## src/rtl/keyed_wdt_pkg.sv

```systemverilog
package keyed_wdt_pkg;
  localparam int unsigned CTRL_SLEEP   = 0;
  localparam int unsigned CTRL_UNLOCK  = 1;
  localparam int unsigned CTRL_WDT_EN  = 2;
  localparam int unsigned CTRL_BUS_EN  = 3;
  localparam int unsigned CTRL_PORT_EN = 4;

  typedef struct packed {
    logic port_en;
    logic bus_en;
    logic wdt_en;
    logic unlock;
  } ctrl_t;

  typedef enum logic {
    KEY_IDLE  = 1'b0,
    KEY_ARMED = 1'b1
  } key_state_e;
endpackage

```

## src/rtl/kwd_key_seq.sv

```systemverilog
module kwd_key_seq #(
  parameter int unsigned DATA_W   = 8,
  parameter logic [7:0]  KEY_ARM  = 8'h0A,
  parameter logic [7:0]  KEY_FIRE = 8'h03
) (
  input  logic              clk_i,
  input  logic              rst_ni,
  input  logic              soft_clr_i,
  input  logic              wr_i,
  input  logic [DATA_W-1:0] wdata_i,
  output logic              armed_o,
  output logic              clear_o
);
  import keyed_wdt_pkg::*;

  localparam logic [DATA_W-1:0] ARM_V  = DATA_W'(KEY_ARM);
  localparam logic [DATA_W-1:0] FIRE_V = DATA_W'(KEY_FIRE);

  key_state_e state_q, state_d;

  always_comb begin
    state_d = state_q;
    if (soft_clr_i)          state_d = KEY_IDLE;
    else if (wr_i) begin
      if (wdata_i == ARM_V)  state_d = KEY_ARMED;
      else                   state_d = KEY_IDLE;
    end
  end

  always_ff @(posedge clk_i or negedge rst_ni) begin
    if (!rst_ni) state_q <= KEY_IDLE;
    else         state_q <= state_d;
  end

  assign armed_o = (state_q == KEY_ARMED);
  assign clear_o = wr_i && armed_o && (wdata_i == FIRE_V);
endmodule

```

## src/rtl/kwd_counter.sv

```systemverilog
module kwd_counter #(
  parameter int unsigned TIMEOUT = 8,
  localparam int unsigned CNT_W  = $clog2(TIMEOUT + 1)
) (
  input  logic             clk_i,
  input  logic             rst_ni,
  input  logic             en_i,
  input  logic             tick_i,
  input  logic             clear_i,
  output logic [CNT_W-1:0] cnt_o,
  output logic             timeout_o
);
  localparam logic [CNT_W-1:0] LIMIT = CNT_W'(TIMEOUT);

  logic [CNT_W-1:0] cnt_q, cnt_d;

  assign timeout_o = (cnt_q == LIMIT);

  always_comb begin
    cnt_d = cnt_q;
    if (!en_i || clear_i || timeout_o) cnt_d = '0;
    else if (tick_i)                   cnt_d = cnt_q + CNT_W'(1);
  end

  always_ff @(posedge clk_i or negedge rst_ni) begin
    if (!rst_ni) cnt_q <= '0;
    else         cnt_q <= cnt_d;
  end

  assign cnt_o = cnt_q;
endmodule

```

## src/rtl/kwd_ctrl_reg.sv

```systemverilog
module kwd_ctrl_reg #(
  parameter int unsigned DATA_W = 8
) (
  input  logic                  clk_i,
  input  logic                  rst_ni,
  input  logic                  por_ni,
  input  logic                  soft_clr_i,
  input  logic                  wr_i,
  input  logic [DATA_W-1:0]     wdata_i,
  output keyed_wdt_pkg::ctrl_t  ctrl_o,
  output logic                  sleep_o
);
  import keyed_wdt_pkg::*;

  logic en_q;
  logic unlock_q, bus_q, port_q, sleep_q;

  // sticky enable: only power-on reset clears it
  always_ff @(posedge clk_i or negedge por_ni) begin
    if (!por_ni)                        en_q <= 1'b0;
    else if (wr_i && wdata_i[CTRL_WDT_EN]) en_q <= 1'b1;
  end

  always_ff @(posedge clk_i or negedge rst_ni) begin
    if (!rst_ni) begin
      unlock_q <= 1'b0;
      bus_q    <= 1'b0;
      port_q   <= 1'b0;
      sleep_q  <= 1'b0;
    end else if (soft_clr_i) begin
      unlock_q <= 1'b0;
      bus_q    <= 1'b0;
      port_q   <= 1'b0;
      sleep_q  <= 1'b0;
    end else begin
      sleep_q <= wr_i && wdata_i[CTRL_SLEEP] && unlock_q;
      if (wr_i) begin
        unlock_q <= wdata_i[CTRL_UNLOCK];
        bus_q    <= wdata_i[CTRL_BUS_EN];
        port_q   <= wdata_i[CTRL_PORT_EN];
      end
    end
  end

  assign ctrl_o.wdt_en  = en_q;
  assign ctrl_o.unlock  = unlock_q;
  assign ctrl_o.bus_en  = bus_q;
  assign ctrl_o.port_en = port_q;
  assign sleep_o        = sleep_q;
endmodule

```

## src/rtl/keyed_wdt.sv

```systemverilog
module keyed_wdt #(
  parameter int unsigned DATA_W    = 8,
  parameter int unsigned ADDR_W    = 2,
  parameter int unsigned TIMEOUT   = 8,
  parameter int unsigned CTRL_ADDR = 0,
  parameter int unsigned WDT_ADDR  = 1,
  parameter logic [7:0]  KEY_ARM   = 8'h0A,
  parameter logic [7:0]  KEY_FIRE  = 8'h03
) (
  input  logic              clk_i,
  input  logic              rst_ni,
  input  logic              por_ni,
  input  logic              tick_i,
  input  logic              wr_i,
  input  logic [ADDR_W-1:0] addr_i,
  input  logic [DATA_W-1:0] wdata_i,
  output logic [DATA_W-1:0] rdata_o,
  output logic              wdt_rst_o,
  output logic              sleep_o,
  output logic              wdt_en_o,
  output logic              buserr_rst_en_o,
  output logic              portcfg_rst_en_o
);
  import keyed_wdt_pkg::*;

  localparam int unsigned CNT_W = $clog2(TIMEOUT + 1);
  localparam logic [ADDR_W-1:0] CTRL_A = ADDR_W'(CTRL_ADDR);
  localparam logic [ADDR_W-1:0] WDT_A  = ADDR_W'(WDT_ADDR);

  logic             sys_rst_n;
  logic             ctrl_wr, wdt_wr;
  logic             key_clear, armed_q, timeout;
  logic [CNT_W-1:0] cnt_q;
  ctrl_t            ctrl;

  assign sys_rst_n = rst_ni & por_ni;
  assign ctrl_wr   = wr_i && (addr_i == CTRL_A);
  assign wdt_wr    = wr_i && (addr_i == WDT_A);

  kwd_ctrl_reg #(.DATA_W(DATA_W)) u_ctrl (
    .clk_i      (clk_i),
    .rst_ni     (sys_rst_n),
    .por_ni     (por_ni),
    .soft_clr_i (timeout),
    .wr_i       (ctrl_wr),
    .wdata_i    (wdata_i),
    .ctrl_o     (ctrl),
    .sleep_o    (sleep_o)
  );

  kwd_key_seq #(.DATA_W(DATA_W), .KEY_ARM(KEY_ARM), .KEY_FIRE(KEY_FIRE)) u_key (
    .clk_i      (clk_i),
    .rst_ni     (sys_rst_n),
    .soft_clr_i (timeout),
    .wr_i       (wdt_wr),
    .wdata_i    (wdata_i),
    .armed_o    (armed_q),
    .clear_o    (key_clear)
  );

  kwd_counter #(.TIMEOUT(TIMEOUT)) u_cnt (
    .clk_i     (clk_i),
    .rst_ni    (sys_rst_n),
    .en_i      (ctrl.wdt_en),
    .tick_i    (tick_i),
    .clear_i   (key_clear),
    .cnt_o     (cnt_q),
    .timeout_o (timeout)
  );

  always_comb begin
    rdata_o = '0;
    if (addr_i == CTRL_A) begin
      rdata_o[CTRL_UNLOCK]  = ctrl.unlock;
      rdata_o[CTRL_WDT_EN]  = ctrl.wdt_en;
      rdata_o[CTRL_BUS_EN]  = ctrl.bus_en;
      rdata_o[CTRL_PORT_EN] = ctrl.port_en;
    end else if (addr_i == WDT_A) begin
      rdata_o[CNT_W-1:0] = cnt_q;
    end
  end

  assign wdt_rst_o        = timeout;
  assign wdt_en_o         = ctrl.wdt_en;
  assign buserr_rst_en_o  = ctrl.bus_en;
  assign portcfg_rst_en_o = ctrl.port_en;
endmodule

```

## config.mk

```make
export PLATFORM = sky130hd
export DESIGN_NAME = keyed_wdt
export DESIGN_NICKNAME = d
export VERILOG_FILES = /design/src/rtl/keyed_wdt_pkg.sv /design/src/rtl/kwd_key_seq.sv /design/src/rtl/kwd_counter.sv /design/src/rtl/kwd_ctrl_reg.sv /design/src/rtl/keyed_wdt.sv
export SDC_FILE = /design/constraint.sdc
export NUM_CORES = 1
export LEC_CHECK = 0
export ABC_AREA = 1
export CORE_AREA = 2 2 39 41
export DETAILED_ROUTE_END_ITERATION = 8
export DIE_AREA = 0 0 41 43
export DONT_BUFFER_PORTS = 1
export PLACE_DENSITY_LB_ADDON = 0.12
export SLEW_MARGIN = 20
export SYNTH_ARGS = -nofsm -noshare
export SYNTH_HDL_FRONTEND = slang
export SYNTH_SLANG_ARGS = --single-unit
```

## constraint.sdc

```tcl
create_clock -name clk_i -period 2.3 [get_ports clk_i]
set_input_delay 0.46 -clock clk_i [delete_from_list [all_inputs] [get_ports clk_i]]
set_output_delay 0.46 -clock clk_i [all_outputs]
set_load 0.02 [all_outputs]
```

==> results of run 1 <==
-- cell families (layout without fill, tap and decap cells) --
group           Yosys count  in the layout
simple gates             40             40
flops                    10             10
buf+inv                  20             22
fa+ha+maj                 2              2
compound gates           10             10
xor+xnor                  2              2
other cells               1              3
-- cell type report --
class | instances | share of cell area, %
multi-input cells | 57 | 43.1
well taps | 16 | 2.97
inverters | 17 | 9.85
clock buffers | 4 | 5.39
flip-flops and latches | 10 | 37.2
repair buffers | 1 | 1.49
-- worst reg2reg max path: stages (launching register included) --
cell	delay (ns)
dfrtp_1	0.42
inv_1	0.09
ha_1	0.19
nand3_4	0.13
inv_4	0.13
nor2_4	0.04
nand2_2	0.11
nor2_1	0.05
-- sequential cells by signal, indices dropped and copies added, names as in the netlist --
name and cells:
u_ctrl.bus_q 1, u_ctrl.port_q 1, u_ctrl.en_q 1, u_key.armed_o 1, u_ctrl.sleep_o 1, u_ctrl.unlock_q 1
u_cnt.cnt_o 4
-- how the worst max path moves through the flow --
stage	depth (start not counted)	endpoint	start	slack [ns]
final	2	rdata_o[2]	u_ctrl.en_q	0.56
after global placement	3	rdata_o[1]	addr_i[1]	0.78
after detailed placement	3	rdata_o[3]	addr_i[1]	0.75
after CTS	2	rdata_o[2]	u_ctrl.en_q	0.54
after floorplan	3	rdata_o[1]	addr_i[1]	0.86
after global routing	4	wdt_rst_o	u_cnt.cnt_o[0]	0.53
-- where the power goes --
| group | switching, µW | leakage [µW] | internal, µW | total [µW] |
|---|---|---|---|---|
| combinational | 161 | 0.000216 | 88.7 | 249 |
| clock | 66.8 | 0.0000210 | 96.3 | 163 |
| sequential | 70.1 | 0.000125 | 240 | 310 |
| total | 298 | 0.000362 | 425 | 722 |
-- metrics by stage --
step / cells / utilization, % / power, µW / area, µm²
floorplan: 87 / - / 521 / 629
global placement: 100 / 45.3 / 562 / 627
detailed placement: 100 / 45.3 / 564 / 627
CTS: 105 / 48.6 / 729 / 673
global route: 105 / 48.6 / 782 / 673
finish: 105 / 48.6 / 722 / 673
-- cells in the final DEF (no fill, tap or decap), types with 2 or more instances in the layout --
cell / netlist / final
clkbuf_4: 0 / 3
conb_1: 1 / 3
dfrtp_1: 10 / 10
ha_1: 2 / 2
inv_1: 15 / 15
nand2_1: 13 / 13
nand3_1: 6 / 6
nor2_1: 18 / 18
o21ai_0: 3 / 3
o21ai_1: 2 / 2
o22ai_1: 4 / 4
-- per-layer routing --
layer,GRT usage (%),part of all wire [%]
met3,4.71,7.5
met2,25.6,49
met5,0,0
met1,22.7,43
met4,12.0,0.94
==> impl_metrics.py, run 1 <==
metrics = {
    "pwr": {
        "p_leak_uw": 0.000362,
        "power.density_mw_per_mm2": 1070,
        "max-vdd-ir-drop_v": 0.000444,
    },
    "route": {
        "vias_per_cell": 4.80,
        "wl_mm": 1.27,
        "via_count": 504,
        "dr.pass1.iters": 4,
        "dr.first_iter.drc_count": 11,
        "wire_per_inst_um": 12.1,
        "ant_nets": 0,
        "drc": 0,
    },
    "logic_synthesis": {
        "synthCells": 85,
        "yosys_warnings": 0,
        "synthMuxAreaShare_pct": 0,
        "yosysTopAreaCellShare_pct": 40.2,
        "synth-xor-area-share_pct": 2.82,
        "synth_area_um2": 622,
        "synthSimpleGateAreaFrac_pct": 29.2,
        "synth_top_family_by_area": "simple AND/OR/NAND/NOR gates",
        "synth-compound-area-share_pct": 8.85,
        "synth_seq_area_share_pct": 40.2,
        "yosysMostFrequentCell": "nor2_1",
        "yosysTopAreaCell": "dfrtp_1",
        "synth.ff_latch_count": 10,
        "synth-async-reset-ratio_pct": 100,
        "synth_edf_count": 0,
        "synth_flop_cell": "dfrtp_1",
        "synth.distinct_cells": 19,
        "synth_common_cells": "nor2_1 (18), inv_1 (15), nand2_1 (13)",
        "ys_top_cells_by_area": "dfrtp_1 (40%), nor2_1 (11%), inv_1 (9.1%), nand2_1 (7.8%), nand3_1 (4.8%)",
        "syn_area_per_cell_um2": 7.32,
        "synth-adder-area-share_pct": 4.02,
    },
    "clock_tree": {
        "tritoncts": "yes",
        "root_buffer": "clkbuf_4",
        "clock-sinks": 10,
        "postCtsResizedCells": 0,
        "hold_buffers": 1,
        "ctsHtreeMaxLevel": 1,
        "clk_latency_ns": 0.27,
        "numCtsBuffers": 3,
        "clockBufferDepth": 2,
        "cts_setup_buffers": 0,
        "clkTransAtPathRegs_ns": 0.07,
    },
    "worst_setup_path": {
        "r2r_slack_ns": 1.04,
        "crit_chain": "inv_1, o22ai_1",
        "slowest_stage": "dfrtp_1",
        "path_buf_inv": 1,
        "crit_family": "flip-flops",
        "path_max_fanout": 3,
        "r2r-end": "u_cnt.cnt_o[0]",
        "start_kind": "register",
        "cpPeakStageDelay_ns": 0.45,
        "reg2reg_depth": 7,
        "arrival_ns": 1.28,
        "endpoint_kind": "output port",
        "timing.critical_path.required_ns": 1.84,
        "r2r-start": "u_cnt.cnt_o[0]",
        "critical_path_class": "reg2out",
    },
    "cells_and_area": {
        "regArea_um2": 250,
        "drive_above_1_share_pct": 10.1,
        "area_delta_synth_final_pct": 8.25,
        "nFillCells": 141,
        "multi_input_area_um2": 290,
        "final_nets": 107,
        "n_antenna_cell": 0,
    },
    "run_status": {
        "status": "complete, no violations",
    },
    "sta": {
        "fin_skew_ns": 0.00114,
        "setup_tns_ns": 0,
        "rsz0062_at_grt": "false",
        "setup_viol": 0,
        "fmax_mhz": 576,
        "maxSlewViolCount": 0,
        "holdWs_ns": 0.0708,
        "finalWorstSetupSlack_ns": 0.563,
        "final.min_clock_period_ns": 1.74,
        "finalHoldViolations": 0,
        "period_share_pct": 75.5,
    },
    "grt": {
        "grt_antenna_before_repair": 0,
        "grt_max_degree": 10,
        "overflow": 0,
        "grt_pass1_wl_mm": 2.06,
        "grt.total_usage_pct": 18.0,
        "grt_pass1_vias": 494,
    },
    "placed_design": {
        "port_buffers": 0,
        "gp_congestion": 0.679,
        "place_ws_ns": 0.748,
        "hpwlAfterDp_mm": 1.03,
    },
    "die": {
        "io_pins": 28,
        "rows": 14,
        "initial_core_util_pct": 44.9,
        "fp.dieH_um": 43,
        "fp.dieW_um": 41,
        "core_mm2": 0.00138,
        "dieArea_mm2": 0.00176,
    },
    "job": {
        "drv_cap": 0,
    },
    "min_path": {
        "worstHoldPathType": "in2async",
    },
}
No activity file was read; power rests on OpenSTA's default activity.
==> inputs of run 2 (changes only) <==
- ABC_AREA: 1 -> 0
- clock period: 2.3 -> 1.41 ns (I/O delays scaled with it)
==> impl_metrics.py, run 2 <==
metrics = {
    "sta": {
        "final.min_clock_period_ns": 1.46,
        "fin_skew_ns": 0.000477,
        "period_share_pct": 103,
        "finalHoldViolations": 0,
        "maxSlewViolCount": 0,
        "finalWorstSetupSlack_ns": -0.0458,
        "fmax_mhz": 687,
        "setup_viol": 1,
        "rsz0062_at_grt": "true",
    },
    "worst_setup_path": {
        "cp.depth": 4,
        "arrival_ns": 1.17,
        "crit_chain": "inv_2, ha_4, and3b_2, buf_6",
        "timing.critical_path.required_ns": 1.13,
        "crit_family": "flip-flops",
        "slowest_stage": "dfrtp_1",
        "path_buf_inv": 2,
        "critical_path_class": "reg2out",
        "start_kind": "register",
        "reg2reg_depth": 5,
        "cpPeakStageDelay_ns": 0.38,
        "path_max_fanout": 6,
        "endpoint_kind": "output port",
    },
    "grt": {
        "grt_max_degree": 10,
        "overflow": 0,
        "grt_pass1_wl_mm": 2.04,
        "grt_pass1_vias": 452,
        "grt.total_usage_pct": 17.5,
        "grt_antenna_before_repair": 0,
    },
    "run_status": {
        "violations": "negative setup slack",
        "status": "finished, violations left",
    },
    "pwr": {
        "max-vdd-ir-drop_v": 0.000834,
        "p_leak_uw": 0.000333,
        "power.density_mw_per_mm2": 1600,
    },
    "logic_synthesis": {
        "synth.distinct_cells": 26,
        "synth_common_cells": "dfrtp_1 (10), mux2i_1 (7), nor2_1 (7)",
        "yosysTopAreaCell": "dfrtp_1",
        "yosysMostFrequentCell": "dfrtp_1",
        "yosys_warnings": 0,
        "synth_area_um2": 599,
        "synth_flop_cell": "dfrtp_1",
        "synth.ff_latch_count": 10,
        "ys_top_cells_by_area": "dfrtp_1 (42%), mux2i_1 (12%), nor2_1 (4.4%), ha_1 (4.2%), buf_4 (3.8%)",
        "synth-async-reset-ratio_pct": 100,
        "syn_area_per_cell_um2": 9.83,
        "yosysTopAreaCellShare_pct": 41.8,
        "synth_edf_count": 0,
        "synth_seq_area_share_pct": 41.8,
        "synthCells": 61,
    },
    "cells_and_area": {
        "area_delta_synth_final_pct": 25.7,
        "fin_area_um2": 753,
        "drive_above_1_share_pct": 35.2,
        "instances_no_fill": 87,
        "layout_common_cells": "dfrtp_1 (9), buf_4 (8), mux2i_1 (6), nor2_1 (6), nor3_1 (4)",
        "final_common_cell": "dfrtp_1",
        "final_nets": 90,
        "largest_register_ffs": 4,
        "n_antenna_cell": 0,
    },
    "placed_design": {
        "hpwlAfterDp_mm": 1.00,
        "placed_cells": 82,
        "placed_area_um2": 667,
        "gp_congestion": 0.749,
        "port_buffers": 0,
    },
    "clock_tree": {
        "clk_latency_ns": 0.26,
        "clock-sinks": 10,
        "clockBufferDepth": 2,
        "clkTransAtPathRegs_ns": 0.06,
        "root_buffer": "clkbuf_4",
        "ctsHtreeMaxLevel": 1,
        "tritoncts": "yes",
        "cts_setup_buffers": 0,
        "numCtsBuffers": 3,
    },
    "route": {
        "vias_per_cell": 5.54,
        "drc": 0,
        "dr.first_iter.drc_count": 6,
        "wl_mm": 1.34,
        "via_count": 482,
        "dr.pass1.iters": 4,
        "wire_per_inst_um": 15.4,
        "ant_nets": 0,
    },
    "die": {
        "initial_core_util_pct": 43.3,
        "fp.dieW_um": 41,
        "core_mm2": 0.00138,
        "rows": 14,
        "fp.dieH_um": 43,
        "io_pins": 28,
        "dieArea_mm2": 0.00176,
    },
    "min_path": {
        "worstHoldPathType": "in2reg",
        "min_path_cells": 1,
    },
    "job": {
        "drv_cap": 0,
    },
}
==> run 2: cell count changes in the layout (fill, tap and decap cells not counted), sizes merged, moves of 3 or more <==
| cell | delta |
|---|---|
| nor2 | -12 |
| nand3 | -6 |
| buf | +9 |
| nor3b | +3 |
| o22ai | -4 |
| nor3 | +4 |
| mux2i | +7 |
| inv | -15 |
| nand2 | -12 |
| o21ai | -5 |
==> run 2: what timing repair did <==
| item | 4_1_cts | 5_1_grt |
|---|---|---|
| hold buffers | 2 | 0 |
| gates resized for setup | 7 | 5 |
| hold endpoints to repair | 10 | 0 |
| setup endpoints to repair | 2 | 4 |
| pin swaps | 1 | 0 |
==> run 2: cells by family (layout without fill, tap and decap cells) <==
group | Yosys count | count (layout) | synth area share (%)
and+or+nand+nor | 28 | 28 | 28.2
xor gates and xnor gates | 3 | 3 | 4.38
adders and majority gates | 2 | 2 | 4.17
muxes | 7 | 7 | 11.7
AOI/OAI and AO/OA | 2 | 2 | 2.30
DFF | 10 | 10 | 41.8
buffers and inverters | 8 | 16 | 6.89
other | 1 | 3 | 0.626
==> run 2: worst register-to-register path, stage by stage (launching register included) <==
cell,delay (ns)
dfrtp_1,0.36
inv_2,0.06
ha_4,0.15
and3b_2,0.21
nand2b_1,0.20
nor3_1,0.20
==> run 2: power by group <==
group	switching [µW]	internal (µW)
registers	130	387
clock network	94.1	98.4
logic	252	242
total	476	728
==> run 2: cell type report <==
class	count	area (µm²)
Clock buffer	3	22.5
Multi-Input combinational cell	45	360
Timing Repair Buffer	11	91.3
Sequential cell	10	251
Tap cell	16	20.0
Fill cell	129	631
Inverter	2	7.51
==> run 2: path summary, 6_finish.rpt <==
path	startpoint	endpoint	slack [ns]
hold / removal	wdata_i[2]	u_ctrl.en_q	0.15
max in group asynchronous	por_ni	u_ctrl.port_q	0.51
setup / recovery	u_cnt.cnt_o[0]	wdt_rst_o	-0.05
min in group asynchronous	por_ni	u_ctrl.en_q	0.24
setup reg to reg	u_cnt.cnt_o[0]	u_cnt.cnt_o[1]	0.15
hold reg to reg	u_key.armed_o	u_key.armed_o	0.53
==> run 2: through the flow <==
step | worst slack (ns) | total power (µW) | utilization [%] | hold slack (ns) | setup TNS, ns
2_1_floorplan | 0.0152 | 784 | - | -0.0136 | 0
3_3_place_gp | -0.00594 | 909 | 48.2 | -0.0135 | -0.0117
3_5_place_dp | -0.0278 | 920 | 48.2 | -0.0136 | -0.0313
4_1_cts | -0.0628 | 1170 | 52.7 | 0.145 | -0.0628
5_1_grt | -0.107 | 1290 | 54.4 | 0.136 | -0.137
6_report | -0.0458 | 1200 | 54.4 | 0.146 | -0.0458
==> run 2: routing by layer <==
| metal | global-route usage [%] | part of all wire (%) |
|---|---|---|
| met1 | 24.6 | 45 |
| met3 | 4.19 | 7.0 |
| met4 | 10.0 | 0.67 |
| met5 | 0 | 0 |
| met2 | 23.4 | 47 |
==> inputs of run 3 (changes only) <==
- ABC_AREA: 0 -> 1
==> impl_metrics.py, run 3 (synthesis gave the netlist of run 1 again) <==
metrics = {
    "grt": {
        "grt_antenna_before_repair": 0,
        "use_met2_pct": 30.0,
        "overflow": 0,
        "grt_pass1_wl_mm": 2.23,
        "grt_util_met3_pct": 7.85,
        "grt.total_usage_pct": 19.1,
        "grt_max_degree": 10,
        "grt.busiest_layer": "met2",
        "grt_util_met1_pct": 21.8,
        "grt_pass1_vias": 526,
    },
    "clock_tree": {
        "clockBufferDepth": 2,
        "clkTransAtPathRegs_ns": 0.06,
        "tritoncts": "yes",
        "root_buffer": "clkbuf_4",
        "ctsHtreeMaxLevel": 1,
        "clk_latency_ns": 0.26,
        "clock-sinks": 10,
        "numCtsBuffers": 3,
    },
    "cells_and_area": {
        "drive_above_1_share_pct": 24.8,
        "largest_register_ffs": 4,
        "final_common_cell": "nor2_1",
        "n_antenna_cell": 0,
        "final_nets": 119,
        "area_delta_synth_final_pct": 26.6,
        "layout_common_cells": "nor2_1 (18), nand2_1 (13), inv_1 (12)",
    },
    "die": {
        "core_mm2": 0.00138,
        "initial_core_util_pct": 44.9,
        "rows": 14,
        "fp.dieW_um": 41,
        "dieArea_mm2": 0.00176,
        "fp.dieH_um": 43,
        "io_pins": 28,
    },
    "worst_setup_path": {
        "path_max_fanout": 3,
        "timing.critical_path.required_ns": 1.13,
        "arrival_ns": 1.07,
        "start_kind": "register",
        "critical_path_class": "reg2out",
        "endpoint_kind": "output port",
        "critPathLaunch": "u_cnt.cnt_o[1]",
        "r2r-start": "u_cnt.cnt_o[1]",
    },
    "route": {
        "vias_per_cell": 4.75,
        "ant_nets": 0,
        "drc": 0,
        "wl_mm": 1.37,
        "dr.pass1.iters": 4,
        "wire_per_inst_um": 11.7,
        "dr.first_iter.drc_count": 7,
        "via_count": 556,
    },
    "pwr": {
        "power.density_mw_per_mm2": 1770,
        "p_int_uw": 846,
        "comb_power_share_pct": 47.9,
        "p_sw_share_pct": 39.2,
        "max-vdd-ir-drop_v": 0.000797,
        "power_uw": 1390,
        "p_sw_uw": 545,
        "p_leak_uw": 0.000418,
        "p_seq_share_pct": 33.5,
        "clkPwrFrac_pct": 18.6,
    },
    "min_path": {
        "worstHoldPathType": "in2reg",
        "min-delay-start": "wdata_i[0]",
    },
    "sta": {
        "rsz0062_at_grt": "true",
        "final.min_clock_period_ns": 1.35,
        "setup_tns_ns": 0,
        "setup_viol": 0,
        "fin_skew_ns": 0.00626,
        "fmax_mhz": 738,
        "period_share_pct": 96.1,
        "maxSlewViolCount": 0,
        "finalHoldViolations": 0,
    },
    "run_status": {
        "status": "complete, no violations",
    },
    "placed_design": {
        "gp_congestion": 0.705,
        "port_buffers": 0,
        "hpwlAfterDp_mm": 1.09,
    },
    "job": {
        "drv_cap": 0,
    },
}
-- run 3: changes by cell type in the layout (fill, tap and decap cells not counted), moves of 4 or more --
| cell | delta |
|---|---|
| inv_1 | +12 |
| mux2i_1 | -6 |
| nand2_1 | +11 |
| nand3_1 | +5 |
| nor2_1 | +12 |
| nor3_1 | -4 |
-- run 3: final timing paths --
check / to / slack (ns) / depth (start not counted)
worst max register to register: u_ctrl.bus_q / 0.22 / 6
worst min-delay path: u_ctrl.sleep_o / 0.14 / 2
worst min register to register: u_ctrl.sleep_o / 0.51 / 2
max in group asynchronous: u_ctrl.bus_q / 0.66 / 3
min in group asynchronous: u_ctrl.en_q / 0.23 / 1
worst max-delay path: wdt_rst_o / 0.06 / 4
-- run 3: power groups by stage --
stage                     sequential (µW)  clock (µW)  combinational (µW)
after global routing                  478         287                 741
after detailed placement              485           0                 503
final                                 466         259                 666
after CTS                             467         270                 587
after global placement                479           0                 494
after floorplan                       494           0                 356
-- run 3: cell type report --
type	count	area, µm²
Inverter	17	68.8
Timing Repair Buffer	13	103
Fill cell	144	597
Sequential cell	10	250
Tap cell	16	20.0
Clock buffer	4	36.3
Multi-Input combinational cell	57	309
-- run 3: stage by stage --
step                util [%]  hold WS (ns)  area, µm²  cells  setup slack, ns
floorplan                  -       -0.0136        629     87            0.205
global placement        48.6       -0.0136        672    106            0.203
detailed placement      48.6       -0.0136        672    106            0.152
CTS                     54.6         0.136        756    115           0.0123
global route            56.9         0.135        787    117          -0.0130
finish                  56.9         0.141        787    117           0.0555
-- run 3: repair_timing --
item / 4_1_cts / 5_1_grt
pin swaps: 2 / 2
buffers inserted: 3 / 2
hold buffers: 2 / 0
gates cloned: 0 / 0
gates resized for setup: 3 / 4
endpoints found under the hold margin: 10 / 0
endpoints found under the setup margin: 1 / 4
-- run 3: critical path, stage by stage (launching register included) --
cell and delay [ns]:
dfrtp_1 0.40, inv_2 0.10, ha_4 0.14, nand3_4 0.08
inv_6 0.10
-- run 3: routing by layer --
layer / vias to the layer above / wire length (µm)
met2: 13 / 725
li1: 286 / -
met3: 2 / 77
met1: 255 / 554
met4: 0 / 12
met5: - / 0
